[src/rtl/pad_detect_pkg.sv]
package pad_detect_pkg;
   localparam int TAIL_BYTES = 8;
   localparam int BIT_SHIFT  = 3;
   localparam logic [7:0] PAD_MARK = 8'h80;

   typedef enum logic [2:0] {
      ST_IDLE,
      ST_TAIL,
      ST_JUDGE,
      ST_CAND,
      ST_CMP,
      ST_DONE
   } det_state_t;
endpackage

[src/rtl/pad_tail_capture.sv]
module pad_tail_capture #(
   parameter int LANES = 5
) (
   input  logic               clk,
   input  logic               rst_n,
   input  logic               clr,
   input  logic               shift_en,
   input  logic [7:0]         din,
   output logic [8*LANES-1:0] word
);
   if (LANES < 1 || LANES > 8) begin : g_bad_lanes
      $error("pad_tail_capture: LANES must be 1..8");
   end

   logic [7:0] lane_q [LANES];

   for (genvar i = 0; i < LANES; i++) begin : g_lane
      if (i == 0) begin : g_head
         always_ff @(posedge clk or negedge rst_n) begin
            if (!rst_n)        lane_q[0] <= '0;
            else if (clr)      lane_q[0] <= '0;
            else if (shift_en) lane_q[0] <= din;
         end
      end else begin : g_body
         always_ff @(posedge clk or negedge rst_n) begin
            if (!rst_n)        lane_q[i] <= '0;
            else if (clr)      lane_q[i] <= '0;
            else if (shift_en) lane_q[i] <= lane_q[i-1];
         end
      end
      assign word[8*i +: 8] = lane_q[i];
   end
endmodule

[src/rtl/pad_judge.sv]
module pad_judge #(
   parameter int LEN_W = 16,
   parameter int TOT_W = 32,
   parameter int KW    = 40
) (
   input  logic [KW-1:0]    tail_word,
   input  logic [TOT_W-1:0] sum,
   input  logic [LEN_W-1:0] len,
   output logic             cand_ok,
   output logic [LEN_W-1:0] cand_off
);
   import pad_detect_pkg::*;

   logic [TOT_W-1:0] msg_len;
   logic [TOT_W-1:0] pad_sz;
   logic [TOT_W-1:0] len_ext;

   always_comb begin
      msg_len  = TOT_W'(tail_word >> BIT_SHIFT);
      len_ext  = TOT_W'(len);
      pad_sz   = sum - msg_len;
      cand_ok  = (msg_len <= sum) && (pad_sz != '0) && (pad_sz <= len_ext);
      cand_off = LEN_W'(len_ext - pad_sz);
   end
endmodule

[src/rtl/pad_total_track.sv]
module pad_total_track #(
   parameter int TOT_W = 32,
   parameter int SEG_W = 8
) (
   input  logic             clk,
   input  logic             rst_n,
   input  logic             upd,
   input  logic             fin,
   input  logic [TOT_W-1:0] sum,
   output logic [TOT_W-1:0] total,
   output logic [SEG_W-1:0] segs
);
   always_ff @(posedge clk or negedge rst_n) begin
      if (!rst_n) begin
         total <= '0;
         segs  <= '0;
      end else if (upd) begin
         total <= fin ? '0 : sum;
         segs  <= fin ? '0 : segs + 1'b1;
      end
   end

   assert_clear_on_final_R8: assert property (@(posedge clk) disable iff (!rst_n)
      (upd && fin) |=> (total == '0 && segs == '0));
   assert_carry_sum_R3: assert property (@(posedge clk) disable iff (!rst_n)
      (upd && !fin) |=> (total == $past(sum)));
endmodule

[src/rtl/pad_final_detect.sv]
module pad_final_detect #(
   parameter int LEN_W = 16,
   parameter int TOT_W = 32,
   parameter int SEG_W = 8
) (
   input  logic             clk,
   input  logic             rst_n,
   input  logic             req_valid,
   input  logic [LEN_W-1:0] req_len,
   input  logic             req_list_end,
   output logic             busy,
   output logic             rd_en,
   output logic [LEN_W-1:0] rd_addr,
   input  logic [7:0]       rd_data,
   output logic             res_valid,
   output logic             res_final,
   output logic [LEN_W-1:0] res_pay_len,
   output logic [TOT_W-1:0] run_total,
   output logic [SEG_W-1:0] seg_count
);
   import pad_detect_pkg::*;

   localparam int LANES     = (TOT_W + BIT_SHIFT + 7) / 8;
   localparam int KW        = 8 * LANES;
   localparam int ISS_W     = $clog2(TAIL_BYTES + 1);
   localparam int MAX_READS = TAIL_BYTES + 1;

   if (LEN_W < 4)       begin : g_bad_len  $error("LEN_W too small"); end
   if (TOT_W < LEN_W)   begin : g_bad_tot  $error("TOT_W must cover LEN_W"); end
   if (LANES > TAIL_BYTES) begin : g_bad_kw $error("TOT_W too wide for count"); end
   if (SEG_W < 1)       begin : g_bad_seg  $error("SEG_W must be positive"); end

   det_state_t       state_q;
   logic [LEN_W-1:0] len_q;
   logic [TOT_W-1:0] sum_q;
   logic [ISS_W-1:0] iss_q;
   logic             dv_q;
   logic [LEN_W-1:0] off_q;
   logic             fin_q;
   logic [LEN_W-1:0] pay_q;
   logic [3:0]       rd_cnt_q;

   logic [KW-1:0]    tail_word;
   logic             cand_ok;
   logic [LEN_W-1:0] cand_off;
   logic             accept;
   logic             tail_done;

   assign accept    = (state_q == ST_IDLE) && req_valid;
   assign tail_done = (state_q == ST_TAIL) && (iss_q == ISS_W'(TAIL_BYTES)) && dv_q;

   always_comb begin
      rd_en   = 1'b0;
      rd_addr = '0;
      if (state_q == ST_TAIL && iss_q < ISS_W'(TAIL_BYTES)) begin
         rd_en   = 1'b1;
         rd_addr = len_q - LEN_W'(TAIL_BYTES) + LEN_W'(iss_q);
      end else if (state_q == ST_CAND) begin
         rd_en   = 1'b1;
         rd_addr = off_q;
      end
   end

   always_ff @(posedge clk or negedge rst_n) begin
      if (!rst_n) begin
         state_q <= ST_IDLE;
         len_q   <= '0;
         sum_q   <= '0;
         iss_q   <= '0;
         dv_q    <= 1'b0;
         off_q   <= '0;
         fin_q   <= 1'b0;
         pay_q   <= '0;
      end else begin
         dv_q <= (state_q == ST_TAIL) && rd_en;
         case (state_q)
            ST_IDLE: begin
               if (accept) begin
                  len_q <= req_len;
                  sum_q <= run_total + TOT_W'(req_len);
                  iss_q <= '0;
                  if (req_len < LEN_W'(TAIL_BYTES)) begin
                     fin_q   <= 1'b0;
                     pay_q   <= req_len;
                     state_q <= ST_DONE;
                  end else begin
                     state_q <= ST_TAIL;
                  end
               end
            end
            ST_TAIL: begin
               if (rd_en) iss_q <= iss_q + 1'b1;
               if (tail_done) state_q <= ST_JUDGE;
            end
            ST_JUDGE: begin
               if (cand_ok) begin
                  off_q   <= cand_off;
                  state_q <= ST_CAND;
               end else begin
                  fin_q   <= 1'b0;
                  pay_q   <= len_q;
                  state_q <= ST_DONE;
               end
            end
            ST_CAND: state_q <= ST_CMP;
            ST_CMP: begin
               fin_q   <= (rd_data == PAD_MARK);
               pay_q   <= (rd_data == PAD_MARK) ? off_q : len_q;
               state_q <= ST_DONE;
            end
            ST_DONE: state_q <= ST_IDLE;
            default: state_q <= ST_IDLE;
         endcase
      end
   end

   always_ff @(posedge clk or negedge rst_n) begin
      if (!rst_n)      rd_cnt_q <= '0;
      else if (accept) rd_cnt_q <= '0;
      else if (rd_en)  rd_cnt_q <= rd_cnt_q + 1'b1;
   end

   pad_tail_capture #(.LANES(LANES)) u_cap (
      .clk      (clk),
      .rst_n    (rst_n),
      .clr      (accept),
      .shift_en (dv_q),
      .din      (rd_data),
      .word     (tail_word)
   );

   pad_judge #(.LEN_W(LEN_W), .TOT_W(TOT_W), .KW(KW)) u_judge (
      .tail_word (tail_word),
      .sum       (sum_q),
      .len       (len_q),
      .cand_ok   (cand_ok),
      .cand_off  (cand_off)
   );

   pad_total_track #(.TOT_W(TOT_W), .SEG_W(SEG_W)) u_track (
      .clk   (clk),
      .rst_n (rst_n),
      .upd   (state_q == ST_DONE),
      .fin   (fin_q),
      .sum   (sum_q),
      .total (run_total),
      .segs  (seg_count)
   );

   assign busy        = (state_q != ST_IDLE);
   assign res_valid   = (state_q == ST_DONE);
   assign res_final   = fin_q;
   assign res_pay_len = pay_q;

   assert_read_in_range_R10: assert property (@(posedge clk) disable iff (!rst_n)
      rd_en |-> (rd_addr < len_q));
   assert_read_budget_R10: assert property (@(posedge clk) disable iff (!rst_n)
      rd_cnt_q <= 4'(MAX_READS));
   assert_single_pulse_R10: assert property (@(posedge clk) disable iff (!rst_n)
      res_valid |=> !res_valid);
   assert_reads_only_busy_R2: assert property (@(posedge clk) disable iff (!rst_n)
      rd_en |-> busy);
   assert_final_payload_R8: assert property (@(posedge clk) disable iff (!rst_n)
      (res_valid && res_final) |-> (res_pay_len < len_q && rd_cnt_q == 4'(MAX_READS)));
   assert_short_no_read_R4: assert property (@(posedge clk) disable iff (!rst_n)
      (res_valid && len_q < LEN_W'(TAIL_BYTES)) |-> (rd_cnt_q == '0 && !res_final));
   assert_hint_inert_R11: assert property (@(posedge clk) disable iff (!rst_n)
      (accept && req_list_end && req_len < LEN_W'(TAIL_BYTES)) |=> (res_valid && !res_final));
endmodule

[config.mk]
export PLATFORM = sky130hd
export DESIGN_NAME = pad_final_detect
export DESIGN_NICKNAME = d
export VERILOG_FILES = /design/src/rtl/pad_detect_pkg.sv /design/src/rtl/pad_tail_capture.sv /design/src/rtl/pad_judge.sv /design/src/rtl/pad_total_track.sv /design/src/rtl/pad_final_detect.sv
export SDC_FILE = /design/constraint.sdc
export NUM_CORES = 1
export LEC_CHECK = 0
export CORE_ASPECT_RATIO = 1.4
export CORE_UTILIZATION = 40
export CTS_CLUSTER_SIZE = 25
export DETAILED_ROUTE_END_ITERATION = 10
export GPL_ROUTABILITY_DRIVEN = 0
export HOLD_SLACK_MARGIN = 0.12
export PLACE_DENSITY_LB_ADDON = 0.05
export SETUP_SLACK_MARGIN = 0.4
export SYNTH_ARGS = -nofsm -noshare
export SYNTH_HDL_FRONTEND = slang
export SYNTH_HIERARCHICAL = 1
export SYNTH_SLANG_ARGS = --single-unit
[constraint.sdc]
create_clock -name clk -period 13.9 [get_ports clk]
set_clock_uncertainty 0.15 [all_clocks]
set_input_delay 2.78 -clock clk [delete_from_list [all_inputs] [get_ports clk]]
set_output_delay 2.78 -clock clk [all_outputs]
set_load 0.03 [all_outputs]
==> results of run 1 <==
placed cells by master (no fill, tap or decap), types with 13 or more instances in the layout:
cell             count
xnor2_1             43
clkbuf_16           17
nand4_1             25
a21o_1              21
nand2b_1            19
inv_1              144
o21ai_1             58
dfrtp_1            163
ha_1               100
nand3b_1            36
o21a_1              13
o21ai_0             76
nor2_1              97
mux2i_1             39
nor3_1              21
clkdlybuf4s50_1    101
xor2_1              31
a21oi_1             93
mux2_2              19
a211oi_1            16
nand2_1            134
a222oi_1            16
o21bai_1            15
nand3_1             26
per-stage QoR:
stage / total power (uW) / std cells / utilization [%] / hold WS [ns]
detailed placement: 747 / 1846 / 44.7 / 0.349
finish: 1220 / 1878 / 46.6 / 0.356
floorplan: 673 / 1413 / - / 0.315
global route: 1280 / 1878 / 46.6 / 0.398
CTS: 1230 / 1878 / 46.6 / 0.364
global placement: 745 / 1846 / 44.7 / 0.346
layout make-up:
cell class	instances	area share, %
multi-input cells	1042	51.5
flip-flops and latches	164	29.3
repair buffers	108	7.62
inverters	147	3.95
well taps	385	3.44
clock buffers	20	3.26
clock inverters	12	0.929
path summary, 6_finish.rpt:
path	from	endpoint	slack, ns
min in group asynchronous	rst_n	res_pay_len[12]	2.06
min reg2reg	sum_q[4]	sum_q[4]	0.36
max in group asynchronous	rst_n	u_cap/word[33]	10.29
min	sum_q[4]	sum_q[4]	0.36
max	sum_q[0]	res_pay_len[11]	6.11
max reg2reg	sum_q[0]	res_pay_len[11]	6.11
per-layer routing:
layer / wire [um] / vias to the layer above
met4: 1630 / 0
met1: 14500 / 4973
met3: 1070 / 63
met2: 18600 / 209
li1: - / 5120
met5: 0 / -
registers in the layout, summed over array words and instances (netlist names):
signal / cells
dv_q: 1
iss_q: 4
len_q: 16
off_q: 16
res_final: 1
res_pay_len: 16
state_q: 3
sum_q: 32
u_cap/word: 35
u_track/segs: 8
u_track/total: 32
worst register-to-register path: stages, from the launching register on:
cell	delay, ns
dfrtp_1	0.39
inv_1	0.06
ha_1	0.15
inv_1	0.05
fa_1	0.43
a21oi_2	0.23
o221ai_2	0.16
a221oi_2	0.34
o211ai_1	0.18
and2_1	0.21
xnor2_1	0.40
inv_1	0.09
ha_1	0.37
a21oi_1	0.21
a21boi_0	0.17
o32ai_1	0.49
o2111ai_1	0.19
or3_1	0.37
or4_1	0.52
or4_1	0.44
nor4_2	0.46
nor2b_1	0.30
and2_1	0.76
nor3b_4	0.08
buf_4	0.27
nor2_1	0.17
a21oi_1	0.05
power groups by stage:
stage	sequential, uW	clock [uW]	combinational, uW
6_report	498	482	239
5_1_grt	499	517	268
4_1_cts	498	496	241
3_5_place_dp	507	0	240
3_3_place_gp	507	0	238
2_1_floorplan	502	0	171
==> metrics, run 1 <==
core area=30000 um^2; post-route cell area=14000 um^2; wire per inst=19.0 um; Initial Util=40.6%; Skew-Pair Late Insertion Delay=0.45 ns; WP data required=14.07 ns; Post-Syn Area=around 12000 um^2; CTS max path bufs=2; Worst EP arrival=7.96 ns; Yosys warning count=6; CTS tree=done; worst path buffer plus inverter count=4; I/O Buffers=102; die area=~31000 um^2; CP Capture Type=flip-flop; Fin. Hold Viols=0; sum of routed wire length over all layers=35700 um; final setup TNS=0 ns; vias per std cell=5.52; post-CTS setup buffer count=0; worst r2r path cells=26; Pins Over Slew Limit=0; half-perimeter wire length after placement=27400 um; run status=finished clean; clock root buffer=clkbuf_16; CP Launch Type=flip-flop; grt met3 use=3.58%; Setup WS post-layout=6.11 ns; Hold/Removal Path Class=reg -> reg; CP max stage delay=0.75 ns; initial antenna violation count=0; VDD IR max=0.0826 mV; Hold Path Depth=2; # setup viols final=0; via count=10400; maximum number of pins on one net before global-route repair=72; Ant. Diodes=0; share of layout cells above drive strength 1=6.03%; Chip Width=150 um; maximum clock frequency=0.128 GHz; worst-margin pin slew=between 1 and 1.5 ns; global route hottest layer=met2; combinational share of power=19.6%; worst-path maximum fanout=33; CTS clock-pin slew for the worst setup and hold paths=0.07 ns; Die Span Y=209 um; Final ANT Viol Nets=0; Post-Synthesis Cells=1413; DRC=0; met1 Use GR=between 20 and 30%; Fillers=between 2000 and 3000; PostCTS Resize Cnt=0; Worst path depth=26; Max-cap violations=0; global route total overflow=0; first-pass GRT wire length=56700 um; row cnt=75; Slew headroom=between 20% and 30%; RSZ-0062 raised after global routing=false; DRT iter0 DRCs=493; Worst path slowest cell=and2_1; Net Sw Frac=29.8%; NetSw=363 uW; P_leak=between 0.006 and 0.007 uW; Area after DPL=13400 um^2; Crit path max-delay family=simple AND/OR/NAND/NOR gates; Reg power frac=about two fifths; Power Internal=857 uW; crit path kind=reg -> reg; met2 usage=42.4%; fin nets=1612; GRT Util Overall=23.9%; CTS Hold Bufs=0; Power per Cell Area=87.1 nW/um^2; clock tree sinks=164; area grow syn2layout=14.8%; num ports=between 100 and 150; clock network power share=39.5%; Max H-tree Level=4; area occupied by multi-input gates=roughly 7200 um^2; Net Count, Synth=1545; Final Cycle Share=56.1%; CP dominant cell by count=inv_1; average size of a mapped cell=8.63 um^2; cts bufs inserted=17; Period minus WS final=just under 8 ns; vias in the first global route=10300; Initial DRT Pass Iterations=6; register area=4110 um^2; Post-Place Setup Slack=6.15 ns
Note: power is estimated with default switching activity, not from simulation.
==> run 2, diff against run 1 <==
==> constraint.sdc (replaced) <==
create_clock -name clk -period 7 [get_ports clk]
set_clock_uncertainty 0.15 [all_clocks]
set_input_delay 1.4 -clock clk [delete_from_list [all_inputs] [get_ports clk]]
set_output_delay 1.4 -clock clk [all_outputs]
set_load 0.03 [all_outputs]
==> metrics, run 2 (synthesized netlist as in run 1, its figures left out) <==
CTS tree=done; share of layout cells above drive strength 1=8.74% (+2.7 points); first-pass GRT wire length=57500 um (+1.4%); uppermost layer routed=met4; die area=31200 um^2 (unchanged); Max H-tree Level=4 (unchanged); Ant. Diodes=0 (unchanged); via count=10500 (+1.6%); commonest non-fill, non-tap cell in the layout=dfrtp_1; fin nets=1640 (+1.7%); Die Span Y=209 um (unchanged); Fillers=2974 (-0.63%); met2 WL=19000 um (+2.3%); P_leak=0.00627 uW (+2.4%); half-perimeter wire length after placement=27400 um (about the same); Initial DRT Pass Iterations=6 (unchanged); CP Launch Type=flip-flop; final setup TNS=0 ns (unchanged); RSZ-0062 raised after global routing=false; CTS clock-pin slew for the worst setup and hold paths=0.07 ns (about the same); clock root buffer=clkbuf_16; Fin. Hold Viols=0 (unchanged); maximum clock frequency=0.157 GHz (+22%); CTS Hold Bufs=0 (unchanged); worst-margin pin slew=1.09 ns (+0.0169 ns); VDD IR max=0.170 mV (+110%); Hold/Removal Path Class=reg -> reg; Layout Cells excl Fill=1906 (+1.5%); Final ANT Viol Nets=0 (unchanged); Slew headroom=26.9% (-1.1 points); CP Capture Type=flip-flop; WP data required=7.18 ns (-6.89 ns); sum of routed wire length over all layers=36600 um (+2.6%); # setup viols final=0 (unchanged); commonest cells after routing, fill and taps aside=163 x dfrtp_1, 144 x inv_1, 134 x nand2_1; routed wl met3=1080 um (+1.3%); clock tree sinks=164 (unchanged); area grow syn2layout=17.7%; run status=finished clean; CTS max path bufs=2 (unchanged); placed cells=1865 (+1.0%); Period minus WS final=6.37 ns (-1.43 ns); Largest register FFs=35 (unchanged); Pins Over Slew Limit=0 (unchanged); Post-Route Utilization=47.8% (+1.2 points); Chip Width=150 um (unchanged); Max-cap violations=0 (unchanged); vias in the first global route=10400 (+1.5%); Power per Cell Area=170 nW/um^2 (+96%); vias per std cell=5.52 (about the same); Final Cycle Share=91.0% (+35 points); Worst EP arrival=6.55 ns (-1.41 ns); wire per inst=19.2 um (+1.1%); maximum number of pins on one net before global-route repair=78 (+8.3%); Skew-Pair Late Insertion Delay=0.45 ns (about the same); initial antenna violation count=0 (unchanged); DRC=0 (unchanged); I/O Buffers=102 (unchanged); global route total overflow=0 (unchanged); row cnt=75 (unchanged); GRT Util Overall=24.2% (+0.27 points); worst-path maximum fanout=16 (-52%); Initial Util=40.6% (unchanged); num ports=104 (unchanged); DRT iter0 DRCs=600 (+22%); core area=30000 um^2 (unchanged); met1 WL=15200 um (+5.0%); cts bufs inserted=17 (unchanged); crit path kind=reg -> reg
run 2: timing repair:
item	in CTS	in global routing
setup endpoints to repair	31	33
buffers inserted	0	7
gates resized for setup	1	21
pin swaps	0	10
gates cloned	0	2
run 2: cell type report:
cell class	instances	area, um^2	share of cell area, %
clock buffers	24	472	3.29
multi-input cells	1042	7300	50.9
clock inverters	8	103	0.715
well taps	385	482	3.36
inverters	147	553	3.85
flip-flops and latches	164	4110	28.6
repair buffers	136	1340	9.32
run 2: through the flow:
step / hold WS [ns] / worst slack [ns] / cell area (um^2) / total power [uW]
6_report: 0.355 / 0.631 / 14400 / 2450
5_1_grt: 0.398 / 0.381 / 14400 / 2580
4_1_cts: 0.360 / 0.412 / 14200 / 2460
3_5_place_dp: 0.346 / 0.385 / 13600 / 1500
3_3_place_gp: 0.333 / 0.449 / 13600 / 1500
2_1_floorplan: 0.315 / 1.02 / 12200 / 1340
run 2: power breakdown:
group	switching (uW)	internal, uW
combinational	292	220
clock	402	543
sequential	23.0	966
run 2: metal layers:
metal  vias to the layer above  GRT usage, %
met5                         -             0
met4                         0          10.6
met3                        56          3.47
met2                       223          43.1
met1                      5082          28.4
li1                       5166             -
run 2: final timing paths:
kind | start | endpoint | slack (ns) | cells after the start
max reg2reg | sum_q[0] | res_pay_len[3] | 0.63 | 27
min | sum_q[4] | sum_q[4] | 0.36 | 2
min in group asynchronous | rst_n | len_q[12] | 0.80 | 1
max | sum_q[0] | res_pay_len[3] | 0.63 | 27
max in group asynchronous | rst_n | sum_q[8] | 4.51 | 2
min reg2reg | sum_q[4] | sum_q[4] | 0.36 | 2
run 2: critical path: stages, from the launching register on:
cell and delay, ns:
dfrtp_1 0.40, inv_1 0.07, ha_2 0.17, inv_1 0.06, fa_2 0.43, a211o_1 0.28, a21oi_1 0.20, o21ai_0 0.12
a21oi_1 0.19, xnor2_1 0.19, ha_1 0.37, and4_1 0.25, a221oi_2 0.27, nor3_1 0.14, a311oi_1 0.24, o2111ai_1 0.14
or3_1 0.35, or4_1 0.54, or4_4 0.44, nor4_2 0.25, buf_4 0.16, nor2b_2 0.15, and2_4 0.18, buf_4 0.11
nor3b_4 0.07, clkbuf_16 0.20, nor2_1 0.09, a21oi_1 0.04
==> run 3, diff against run 2 <==
--- a/config.mk
+++ b/config.mk
@@ -6,7 +6,7 @@
 export NUM_CORES = 1
 export LEC_CHECK = 0
 export CORE_ASPECT_RATIO = 1.4
-export CORE_UTILIZATION = 40
+export CORE_UTILIZATION = 54
 export CTS_CLUSTER_SIZE = 25
 export DETAILED_ROUTE_END_ITERATION = 10
 export GPL_ROUTABILITY_DRIVEN = 0
==> constraint.sdc (replaced) <==
create_clock -name clk -period 7 [get_ports clk]
set_clock_uncertainty 0.15 [all_clocks]
set_input_delay 0.7 -clock clk [delete_from_list [all_inputs] [get_ports clk]]
set_output_delay 0.7 -clock clk [all_outputs]
set_load 0.03 [all_outputs]
==> metrics, run 3 (synthesized netlist as in run 1, its figures left out) <==
global route total overflow=0 (unchanged); Initial DRT Pass Iterations=9 (+3); cts bufs inserted=17 (unchanged); Ant. Diodes=0 (unchanged); routed wl met3=1320 um (+22%); half-perimeter wire length after placement=25300 um (-7.7%); Final Cycle Share=90.4% (-0.60 points); core area=22000 um^2 (-27%); CP dominant cell by count=inv_1; Pins Over Slew Limit=0 (unchanged); CTS clock-pin slew for the worst setup and hold paths=0.06 ns (about the same); I/O Buffers=102 (unchanged); Slew headroom=22.3% (-4.7 points); Crit path max-delay family=simple AND/OR/NAND/NOR gates; Hold Path Depth=2 (unchanged); first-pass GRT wire length=53900 um (-6.3%); clock tree sinks=164 (unchanged); Max-cap violations=0 (unchanged); Worst path slowest cell=or4_1; P_leak=0.00622 uW (-0.82%); Final ANT Viol Nets=0 (unchanged); Fin. Hold Viols=0 (unchanged); Worst EP arrival=6.50 ns (-0.05 ns); uppermost layer routed=met4; placed cells=1775 (-4.8%); run status=finished clean; GRT Util Overall=30.1% (+5.9 points); met1 WL=13500 um (-11%); Worst path depth=27 (unchanged); worst r2r path cells=27 (unchanged); sum of routed wire length over all layers=33500 um (-8.6%); fin nets=1633 (-0.43%); vias per std cell=5.86 (+6.1%); CP Capture Type=flip-flop; worst-path maximum fanout=16 (unchanged); area grow syn2layout=15.6%; Die Span Y=180 um (-14%); wire per inst=18.5 um (-3.7%); Period minus WS final=6.33 ns (-0.0421 ns); terminus of the critical flop-to-flop path=off_q[3]; Initial Util=55.4% (+15 points); Hold/Removal Path Class=reg -> reg; reg2reg start=sum_q[0]; HP Start=sum_q[0]; R2R Setup Slk=0.67 ns (+0.04 ns); worst-margin pin slew=1.16 ns (+0.0699 ns); CTS max path bufs=2 (unchanged); Power per Cell Area=171 nW/um^2 (+0.32%); row cnt=64 (-15%); met2 WL=17000 um (-11%); Largest register FFs=35 (unchanged); commonest non-fill, non-tap cell in the layout=dfrtp_1; WP data required=7.18 ns (about the same); maximum clock frequency=0.158 GHz (+0.67%); clock root buffer=clkbuf_16; share of layout cells above drive strength 1=7.74% (-1.0 points); die area=23200 um^2 (-26%); crit path kind=reg -> reg; final setup TNS=0 ns (unchanged); maximum number of pins on one net before global-route repair=70 (-10%); Max H-tree Level=4 (unchanged); CP Launch Type=flip-flop; Worst Hold End=sum_q[0]; Layout Cells excl Fill=1809 (-5.1%); Skew-Pair Late Insertion Delay=0.45 ns (about the same); DRC=0 (unchanged); VDD IR max=0.175 mV (+2.9%); DRT iter0 DRCs=711 (+19%); # setup viols final=0 (unchanged); num ports=104 (unchanged); worst path buffer plus inverter count=8 (+3); Chip Width=129 um (-14%); CP max stage delay=0.52 ns (-0.02 ns); via count=10600 (+0.72%); vias in the first global route=10200 (-2.3%); RSZ-0062 raised after global routing=true; CTS tree=done; commonest cells after routing, fill and taps aside=163 x dfrtp_1, 144 x inv_1, 134 x nand2_1; Power Total=2410 uW (-1.5%); Post-Route Utilization=64.0% (+16 points); initial antenna violation count=0 (unchanged)
## run 3: cell count changes in the layout (fill, tap and decap cells not counted), sizes merged
cell | previous run | this run
clkinv | 3 | 6
buf | 33 | 27
dlygate4sd3 | 0 | 1
clkinvlp | 5 | 4
clkbuf | 26 | 20
## run 3: worst register-to-register path: cells and delay by family, from the launching register on
kind / cells / cell delay, ns
compound gates: 7 / 1.30
mux: 1 / 0.35
flops: 1 / 0.39
buf+inv: 8 / 0.87
xor+xnor: 1 / 0.26
fa+ha+maj: 3 / 0.87
simple gates: 7 / 2.02
## run 3: how the worst max path moves through the flow
stage / start / to
after global placement: sum_q[6] / off_q[15]
final: sum_q[0] / off_q[3]
after detailed placement: u_cap/word[4] / off_q[3]
after global routing: sum_q[0] / res_pay_len[5]
after CTS: sum_q[0] / off_q[3]
after floorplan: u_cap/word[4] / off_q[10]
## run 3: routing by layer
| metal | GRT usage (%) | vias up |
|---|---|---|
| li1 | - | 5153 |
| met1 | 35.0 | 5047 |
| met2 | 52.3 | 324 |
| met3 | 4.67 | 79 |
| met4 | 16.3 | 0 |
| met5 | 0 | - |
## run 3: final cells by class
class | instances | area, um^2
inverters | 147 | 553
multi-input cells | 1042 | 7270
well taps | 297 | 372
flip-flops and latches | 164 | 4110
repair buffers | 129 | 1240
clock buffers | 20 | 447
clock inverters | 10 | 110
fillers | 1911 | 7920
## run 3: power breakdown
part	leakage [uW]	switching, uW	internal, uW
logic	0.00381	289	214
registers	0.00215	23.9	966
clock network	0.000264	390	527
total	0.00622	703	1710
## run 3: metrics by stage
step / setup slack [ns] / hold slack, ns / instance area (um^2)
after floorplan: 1.02 / 0.254 / 12200
after global placement: 0.350 / 0.339 / 13400
after detailed placement: 0.273 / 0.343 / 13400
after CTS: 0.406 / 0.360 / 14000
after global routing: 0.377 / 0.390 / 14100
final: 0.674 / 0.356 / 14100
## run 3: repair_timing
item / 4_1_cts / 5_1_grt
pin swaps: 2 / 6
resized for setup: 2 / 13
hold buffers: 1 / 0
setup buffers: 1 / 2
cloned: 0 / 0
setup endpoints to repair: 33 / 35
hold endpoints to repair: 57 / 0
